<file path="config.mk">
export PLATFORM = sky130hd
export DESIGN_NAME = booth_pp_gen
export DESIGN_NICKNAME = d
export VERILOG_FILES = /design/src/rtl/booth_pkg.sv /design/src/rtl/booth_recoder.sv /design/src/rtl/booth_row.sv /design/src/rtl/booth_pp_gen.sv
export SDC_FILE = /design/constraint.sdc
export NUM_CORES = 1
export LEC_CHECK = 0
export BUFFER_PORTS_ARGS = -buffer_cell sky130_fd_sc_hd__buf_2
export CAP_MARGIN = 20
export CORE_ASPECT_RATIO = 1.2
export CORE_UTILIZATION = 30
export DETAILED_ROUTE_END_ITERATION = 10
export GPL_TIMING_DRIVEN = 0
export PLACE_DENSITY = 0.45
export SLEW_MARGIN = 20
export SYNTH_ARGS = -nofsm -noshare
export SYNTH_HDL_FRONTEND = slang
export SYNTH_HIERARCHICAL = 1
export SYNTH_SLANG_ARGS = --single-unit
</file>
<file path="constraint.sdc">
create_clock -name clk -period 1 [get_ports clk]
set_input_delay 0 -clock clk [delete_from_list [all_inputs] [get_ports clk]]
set_output_delay 0 -clock clk [all_outputs]
set_load 0.005 [all_outputs]
</file>
<file path="src/rtl/booth_pkg.sv">
package booth_pkg;

  // One-hot recoded digit controls
  typedef struct packed {
    logic nil;
    logic pos1;
    logic pos2;
    logic neg1;
    logic neg2;
  } booth_ctl_t;

endpackage

</file>
<file path="src/rtl/booth_recoder.sv">
module booth_recoder
  import booth_pkg::*;
(
  input  logic [2:0] grp,
  output booth_ctl_t ctl
);

  always_comb begin
    ctl = '0;
    unique case (grp)
      3'b000, 3'b111: ctl.nil  = 1'b1;
      3'b001, 3'b010: ctl.pos1 = 1'b1;
      3'b011:         ctl.pos2 = 1'b1;
      3'b100:         ctl.neg2 = 1'b1;
      default:        ctl.neg1 = 1'b1;  // 101, 110
    endcase
  end

endmodule

</file>
<file path="src/rtl/booth_row.sv">
module booth_row
  import booth_pkg::*;
#(
  parameter int N     = 8,
  parameter int SHIFT = 0,
  localparam int W    = 2 * N
) (
  input  logic [N-1:0] mcand,
  input  booth_ctl_t   ctl,
  output logic [W-1:0] pp,
  output logic         corr
);

  logic [N:0]   single_v;
  logic [N:0]   double_v;
  logic [N:0]   sel_v;
  logic [N:0]   body_v;
  logic         invert;
  logic [W-1:0] ext_v;

  assign single_v = {mcand[N-1], mcand};
  assign double_v = {mcand, 1'b0};
  assign invert   = ctl.neg1 | ctl.neg2;

  always_comb begin
    sel_v = ({(N+1){ctl.pos1 | ctl.neg1}} & single_v) |
            ({(N+1){ctl.pos2 | ctl.neg2}} & double_v);
    if (ctl.nil) begin
      body_v = '0;
    end else if (invert) begin
      body_v = ~sel_v;
    end else begin
      body_v = sel_v;
    end
  end

  assign ext_v = {{(W-N-1){body_v[N]}}, body_v};
  assign pp    = ext_v << SHIFT;
  assign corr  = invert;

endmodule

</file>
<file path="src/rtl/booth_pp_gen.sv">
module booth_pp_gen
  import booth_pkg::*;
#(
  parameter int N    = 8,
  localparam int W   = 2 * N,
  localparam int P   = (N + 1) / 2,
  localparam int EXW = 2 * P + 1
) (
  input  logic         clk,
  input  logic         rst_n,
  input  logic         in_valid,
  input  logic [N-1:0] mcand,
  input  logic [N-1:0] mplier,
  output logic         out_valid,
  output logic [P*W-1:0] pp_flat,
  output logic [P-1:0] corr
);

  logic [N:0]     y_shift;
  logic [EXW-1:0] y_ext;
  logic [P*W-1:0] pp_nxt;
  logic [P-1:0]   corr_nxt;
  logic [P*W-1:0] pp_q;
  logic [P-1:0]   corr_q;
  logic           vld_q;

  // Multiplier with a zero below the LSB, sign-extended on top
  assign y_shift = {mplier, 1'b0};
  assign y_ext   = EXW'($signed(y_shift));

  for (genvar i = 0; i < P; i++) begin : g_row
    booth_ctl_t ctl;

    booth_recoder u_rec (
      .grp (y_ext[2*i +: 3]),
      .ctl (ctl)
    );

    booth_row #(
      .N     (N),
      .SHIFT (2 * i)
    ) u_row (
      .mcand (mcand),
      .ctl   (ctl),
      .pp    (pp_nxt[i*W +: W]),
      .corr  (corr_nxt[i])
    );
  end

  always_ff @(posedge clk or negedge rst_n) begin
    if (!rst_n) begin
      vld_q <= 1'b0;
    end else begin
      vld_q <= in_valid;
    end
  end

  always_ff @(posedge clk or negedge rst_n) begin
    if (!rst_n) begin
      pp_q   <= '0;
      corr_q <= '0;
    end else if (in_valid) begin
      pp_q   <= pp_nxt;
      corr_q <= corr_nxt;
    end
  end

  assign out_valid = vld_q;
  assign pp_flat   = pp_q;
  assign corr      = corr_q;

endmodule

</file>
# == After elaboration in Yosys (flattened, before gate mapping) ==
# Index checks and enable logic that the tools add are counted.
# word_totals
output_inout_bits,69
word_cells,88
register_bits,56
# classes
eq_ne,17
bitwise_logic,27
reduce_logical,14
n_mux,27
# op_table
op,n
AND 9 bit,8
two-way mux 9 bit,8
NOT 9 bit,4
OR 9 bit,4
two-way mux 1 bit,19
equality test 3 x 2 -> 1 bit (second input constant),6
equality test 3 bit (second input constant),6
OR reduction 6 bit,3
zero test 3 bit,4
OR reduction 2 bit,6
OR 1 bit,11
equality test 3 x 1 -> 1 bit (second input constant),3
OR reduction 3 bit,1
equality test 2 x 1 -> 1 bit (second input constant),1
equality test 2 bit (second input constant),1

# == Longest topological paths before layout ==
# Gate-level depths: netlist of the first run.
# depth
word_depth,9
mapped_depth,8

# == By module ==
# The synthesis of the first run kept the hierarchy.
# by_module_without_submodules
mod,seq_area_each_um2,area_each_um2,cells_each,n_inst
booth_pp_gen,1726.7,2643.8,146,1
booth_row (g_row[1].u_row ...),0.0,269.0,37,3
booth_row (g_row[0].u_row),0.0,265.3,36,1
booth_recoder,0.0,48.8,9,4

# == Least setup slack after synthesis of the first run ==
# No wires, ideal clock.
# synth_timing
kind,input port to flip-flop
start,in mplier[0]
end,"reg pp_q[10], in the netlist pp_flat[10]"
setup_time_ns,0.064
path_buffers,2
setup_slack_ns,-0.555
arrival_ns,1.490
t_required_ns,0.936
cell_stages,8
cell_sequence,xnor2_1 nor2b_1 or2_1 clkbuf_2 o21ai_1 mux2i_1 buf_4 mux2_2
# synth_rtl
element,line_no,rtl
from (decl),booth_pp_gen.sv:13,"input logic [N-1:0] mplier,"
to (signal assigned),booth_pp_gen.sv:63,pp_q <= pp_nxt;
to (decl),booth_pp_gen.sv:23,logic [P*W-1:0] pp_q;

==> results.py, run 1 <==
metrics = {
    "critical_path": {
        "crit_end": "pp_flat[10]",
        "reg2reg_to": "pp_flat[40]",
        "cp_slowest_cell": "or2_4",
        "path_class": "input port to flip-flop",
        "worst_path_most_repeated_cell": "buf_12",
        "start_kind": "input port",
        "reg2reg_depth": 1,
        "crit_chain": "buf_12 > xnor2_4 > nor2b_4 > or2_4 > o21ai_4 > mux2i_4 > buf_12 > buf_6 > mux2_4",
        "crit_start": "mplier[0]",
        "worstPathMaxFanout": 8,
        "cp_slowest_stage_delay_ps": 260,
        "r2r-start": "pp_flat[40]",
        "r2r_slack_ps": 210,
        "required_ps": 1220,
        "end_kind": "flip-flop",
        "cp_data_arrival_time_ps": 1420,
    },
    "logic_synthesis": {
        "ys_top_cells_by_area": "dfrtp_1 (44%), mux2_2 (14%), mux2i_1 (8.2%)",
        "syn_inst": 329,
        "synth_edf_count": 0,
        "synth_top_area_share_pct": 44.15,
        "synthFlopType": "dfrtp_1",
        "syn_avg_cell_area_um2": 11.89,
        "synth.largest_area_cell": "dfrtp_1",
        "ys_warn_count": 6,
        "yosys_register_bits": 69,
        "synthDistinctLibCells": 24,
        "async_flop_share_pct": 100.0,
        "seq_area_frac_synth_pct": 44.15,
        "syn_area_um2": 3911,
    },
    "hold_path": {
        "holdCritPathClass": "input port to async pin",
    },
    "power": {
        "peakVddDrop_mv": 0.9312,
        "power.leakage_uw": 0.002998,
        "netSwitchingPower_uw": 2668,
        "p_seq_share_pct": 35.1,
        "powerDensity_nw_per_um2": 1684,
        "power_uw": 10090,
        "combPwrFrac_pct": 30.8,
        "switching_share_pct": 26.43,
        "pwr-share-clk_pct": 34.2,
        "internal_power_uw": 7426,
    },
    "place": {
        "hpwlAfterDp_mm": 6.500,
        "port_buffers": 87,
        "gp_congestion": 0.7152,
    },
    "die": {
        "dieArea_um2": 13500,
        "die_w_um": 106.2,
        "io_pins": 88,
        "coreArea_um2": 12670,
        "start_util_pct": 30.87,
        "die_y_um": 127.1,
        "rows": 45,
    },
    "final_layout": {
        "fin_nets": 485,
        "layout-drive-gt1-share_pct": 66.17,
        "area_delta_synth_final_pct": 53.26,
        "fillers": 1207,
        "n_antenna_cell": 0,
        "fin_util_pct": 47.32,
    },
    "clock_network": {
        "cts_tree": "yes",
        "insertion_delay_ps": 330,
        "clock_path_buffers": 2,
        "htreeDepth": 3,
        "cts_buffers": 9,
        "cts.clk_slew.worst_paths_ps": 60,
        "clkSinkCount": 69,
        "cts-root-buf": "clkbuf_16",
    },
    "global_routing": {
        "track_usage_pct": 14.82,
        "grt_max_degree": 48,
        "gr-total-overflow": 0,
        "grt_pass1_vias": 2939,
        "grt_pass1_wl_mm": 15.33,
        "antenna_found_initial": 0,
    },
    "route": {
        "drc": 0,
        "drt-vias-per-instance": 4.478,
        "vias": 2839,
        "drt_iter0_drc": 55,
        "ant_nets": 0,
        "drtPass1Iterations": 3,
        "wl_per_cell_um": 14.90,
        "finalWirelength_mm": 9.449,
    },
    "sta": {
        "grt_setup_unrepaired": "yes",
        "hold_violations": 0,
        "setup_ws_ps": -203.1,
        "fin_crit_sh_pct": 120.3,
        "period_minus_slack_ps": 1203,
        "report.final.setup_viol": 47,
        "fin_skew_ps": 0,
        "max_freq_mhz": 831.2,
        "slew_viol_final": 0,
    },
    "status": {
        "status": "complete, but fails checks",
        "violations": "negative setup slack",
    },
    "run": {
        "drv_cap": 0,
    },
}
-- power by group through the flow --
stage	combinational, uW	clock [uW]	sequential (uW)
6_report	3110	3450	3540
5_1_grt	3380	3660	3600
4_1_cts	2930	3550	3550
3_5_place_dp	2610	0	3580
3_3_place_gp	2570	0	3570
2_1_floorplan	1620	0	3610
-- synth_stat cells, types with 6 or more instances --
master	instances
clkbuf_2	8
mux2_2	48
buf_4	28
or3_1	8
nand2_1	8
dfrtp_1	69
xnor2_1	8
nor2_1	16
mux2i_1	32
buf_6	6
a22oi_1	28
mux2_4	20
or2_1	8
-- per-stage QoR --
stage | std cells | cell area [um2] | worst slack, ps | TNS [ps] | hold WS (ps)
after floorplan | 342 | 4324 | -341.4 | -10400 | -295.6
after CTS | 618 | 5694 | -237.0 | -6043 | 112.2
after global placement | 593 | 4965 | -769.0 | -68880 | 139.3
final | 634 | 5995 | -203.1 | -4645 | 114.3
after detailed placement | 594 | 4995 | -832.8 | -31890 | -67.94
after global routing | 634 | 5995 | -259.3 | -7034 | 142.3
-- cells by family after synthesis --
kind of cell    share of synthesized area [%]
simple gates                            7.422
other cells                            0.3838
mux                                     29.69
buf+inv                                 10.17
flops                                   44.15
xor+xnor                                1.791
compound gates                          6.398
-- flip-flops by register name (all words and copies together) (netlist names) --
signal,count
corr,4
out_valid,1
pp_flat,64
-- worst max-delay path: cells and delay by family --
family | cells | cell delay [ps]
AO/OA/AOI/OAI | 1 | 180
XOR/XNOR | 1 | 190
buffers and inverters | 3 | 370
multiplexers | 2 | 340
AND/OR/NAND/NOR | 2 | 330
-- worst min-delay path by stage --
stage	from	endpoint	slack, ps	depth (start not counted)
floorplan	rst_n	corr[0]	-300	0
global placement	in_valid	out_valid	140	1
detailed placement	rst_n	corr[3]	-70	1
CTS	rst_n	corr[3]	110	2
global route	rst_n	pp_flat[60]	140	2
finish	rst_n	pp_flat[60]	110	2
-- what timing repair did --
item	CTS	global route
hold buffers	2	0
buffers inserted	10	18
endpoints found under the setup margin	49	48
gates resized for setup	71	46
gates cloned	1	2
pin swaps	22	17
endpoints found under the hold margin	70	0
-- cell type report --
type | instances | area (um2) | share of cell area, %
plain buffers | 46 | 455.4 | 7.598
clock buffers | 11 | 242.7 | 4.049
clock inverters | 4 | 72.57 | 1.211
inverters | 4 | 15.01 | 0.2505
multi-input cells | 217 | 2347 | 39.16
flip-flops and latches | 69 | 1727 | 28.80
well taps | 164 | 205.2 | 3.423
repair buffers | 119 | 929.6 | 15.51
-- layout by cell type, fill, tap and decap left out, types with 4 or more instances in the layout --
cell       instances
mux2i_1           27
dfrtp_1           69
o21ai_4            4
inv_1              4
buf_12             9
mux2_2            20
nor2_2             4
nand2_1            4
conb_1            17
a22oi_2           27
or3_1              6
xnor2_1            4
nor2_1            12
clkbuf_16         11
or2_1              4
buf_2             83
buf_4             28
o21ai_0            4
mux2_4            48
nand3_1            4
xnor2_4            4
buf_8              5
or2_4              5
buf_6             33
-- per-layer routing --
layer / track usage, % / vias up / wire (um)
li1: - / 1382 / -
met1: 17.29 / 1394 / 4095
met2: 25.59 / 53 / 4785
met3: 3.214 / 10 / 401
met4: 7.353 / 0 / 167
met5: 0 / - / 0
Note: power is estimated with default switching activity, not from simulation.
==> inputs of run 2 (changes only) <==
--- a/config.mk
+++ b/config.mk
@@ -5,7 +5,7 @@
 export SDC_FILE = /design/constraint.sdc
 export NUM_CORES = 1
 export LEC_CHECK = 0
-export BUFFER_PORTS_ARGS = -buffer_cell sky130_fd_sc_hd__buf_2
+export BUFFER_PORTS_ARGS = -buffer_cell sky130_fd_sc_hd__buf_4
 export CAP_MARGIN = 20
 export CORE_ASPECT_RATIO = 1.2
 export CORE_UTILIZATION = 30
==> run 2 against run 1 <==
Effect of this change: sequential power about the same; wire length is 2.8% higher; cell count rose by 1.1%; maximum frequency is 2.9% lower; the run ends with negative hold slack, negative setup slack left; sequential share of layout area decreased by 0.35 points; setup slack got worse by 36 ps; final area increased by 1.2%; non-clock buffer count is 6 higher; critical path type unchanged; flip-flop and latch count stayed put; clock power is 16% lower; via count up 1.8%; worst hold slack worse by 330 ps.
==> results.py, run 2 (same netlist as run 1, synthesis figures left out) <==
metrics = {
    "power": {
        "peakVddDrop_mv": 0.9681,
        "powerDensity_nw_per_um2": 1617,
        "combPwrFrac_pct": 33.9,
        "p_seq_share_pct": 36.4,
        "power.leakage_uw": 0.003006,
        "internal_power_uw": 7082,
        "pwr-share-clk_pct": 29.7,
        "switching_share_pct": 27.81,
        "netSwitchingPower_uw": 2728,
    },
    "die": {
        "die_y_um": 127.1,
        "start_util_pct": 30.87,
        "rows": 45,
        "io_pins": 88,
        "dieArea_um2": 13500,
        "coreArea_um2": 12670,
        "die_w_um": 106.2,
    },
    "hold_path": {
        "holdCritPathClass": "input port to async pin",
    },
    "place": {
        "dp_slack_ps": -768.9,
        "hpwlAfterDp_mm": 6.396,
        "gp_congestion": 0.7106,
        "port_buffers": 87,
        "placed_cell_area_um2": 5182,
    },
    "critical_path": {
        "start_kind": "input port",
        "reg2reg_to": "pp_flat[38]",
        "end_kind": "flip-flop",
        "r2r_slack_ps": 210,
        "cp_data_arrival_time_ps": 1510,
        "worstPathMaxFanout": 6,
        "path_class": "input port to flip-flop",
        "reg2reg_depth": 1,
        "r2r-start": "pp_flat[38]",
        "required_ps": 1270,
    },
    "sta": {
        "setup_ws_ps": -239.0,
        "hold_violations": 69,
        "max_freq_mhz": 807.1,
        "report.final.setup_viol": 48,
        "fin_crit_sh_pct": 123.9,
        "slew_viol_final": 0,
        "slew_headroom_pct": 37.52,
        "hold_slack_ps": -215.0,
        "period_minus_slack_ps": 1239,
        "worst_pin_slew_ps": 937.1,
        "grt_setup_unrepaired": "yes",
        "fin_skew_ps": 0,
    },
    "run": {
        "drv_cap": 0,
    },
    "route": {
        "wl_per_cell_um": 15.15,
        "drc": 0,
        "drt_iter0_drc": 86,
        "ant_nets": 0,
        "vias": 2889,
        "drt-vias-per-instance": 4.507,
        "finalWirelength_mm": 9.709,
        "drtPass1Iterations": 4,
    },
    "final_layout": {
        "layout_commonest_cell": "buf_4",
        "final_cell_mix": "buf_4 (121), dfrtp_1 (69), mux2_4 (43)",
        "area_delta_synth_final_pct": 55.15,
        "multi_input_area_um2": 2310,
        "final_cell_area_um2": 6068,
        "largest_reg_flops": 64,
        "fin_nets": 491,
        "n_antenna_cell": 0,
        "regArea_um2": 1727,
        "layout-drive-gt1-share_pct": 66.25,
        "fillers": 1173,
    },
    "global_routing": {
        "grt_max_degree": 70,
        "grt_pass1_vias": 2980,
        "antenna_found_initial": 0,
        "track_usage_pct": 14.96,
        "grt_pass1_wl_mm": 15.70,
        "gr-total-overflow": 0,
    },
    "clock_network": {
        "clkSinkCount": 69,
        "clock_path_buffers": 2,
        "cts.clk_slew.worst_paths_ps": 60,
        "cts_buffers": 9,
        "holdBufCountCts": 1,
        "cts-root-buf": "clkbuf_16",
        "htreeDepth": 3,
        "insertion_delay_ps": 330,
        "cts_tree": "yes",
    },
    "status": {
        "violations": "negative hold slack, negative setup slack",
        "status": "complete, but fails checks",
    },
}
[run 2: cell count changes in the layout (fill, tap and decap cells not counted), sizes merged]
| cell | delta |
|---|---|
| buf | +7 |
| clkinv | +4 |
| bufinv | -2 |
| dlygate4sd3 | -1 |
| clkbuf | -1 |
[run 2: power by group through the flow]
stage | combinational [uW] | clock [uW] | sequential (uW)
floorplan | 1620 | 0 | 3610
global placement | 2850 | 0 | 3600
detailed placement | 2870 | 0 | 3620
CTS | 3200 | 3050 | 3580
global route | 3590 | 3160 | 3640
finish | 3330 | 2910 | 3570
[run 2: worst max-delay path by stage]
| stage | start | to | slack, ps | depth (start not counted) |
|---|---|---|---|---|
| 2_1_floorplan | mplier[1] | pp_flat[27] | -340 | 8 |
| 3_3_place_gp | mplier[0] | pp_flat[10] | -740 | 9 |
| 3_5_place_dp | mplier[3] | pp_flat[29] | -770 | 8 |
| 4_1_cts | mplier[2] | pp_flat[29] | -270 | 9 |
| 5_1_grt | mplier[3] | pp_flat[47] | -270 | 9 |
| 6_report | mplier[1] | pp_flat[29] | -240 | 8 |
[run 2: repair_timing]
action                                 4_1_cts  5_1_grt
pin swaps                                   21       15
resized for setup                           63       30
buffers inserted                            17       18
setup endpoints to repair                   48       48
endpoints found under the hold margin       70       69
gates cloned                                 0        1
[run 2: routing by layer]
layer	global-route usage, %	wire length (um)	vias to the layer above
met3	3.673	360	10
met1	18.68	4322	1433
met5	0	0	-
met4	4.820	130	0
met2	25.25	4895	54
li1	-	-	1392
[run 2: layout make-up]
type	instances	share of cell area [%]
Buffer	48	7.835
Clock buffer	10	3.773
Clock inverter	6	0.6598
Inverter	4	0.2474
Multi-Input combinational cell	217	38.06
Sequential cell	69	28.45
Tap cell	164	3.381
Timing Repair Buffer	123	17.59
[run 2: per-stage QoR]
stage               cells  util [%]  total power [uW]  hold WS (ps)  setup TNS (ps)
floorplan             342         -              5230        -295.6          -10400
global placement      593     40.91              6456         128.9          -26980
detailed placement    593     40.91              6489         128.4          -28860
CTS                   625     46.06              9830        -134.0           -7011
global route          641     47.90             10390        -94.01           -8685
finish                641     47.90              9810        -215.0           -6404
[run 2: critical path, cell delays in order]
cell and delay [ps]:
buf_12 110, xnor2_4 200, nor2_2 70, or2_4 280, o21ai_4 180, mux2i_4 390
buf_6 140, mux2_4 130
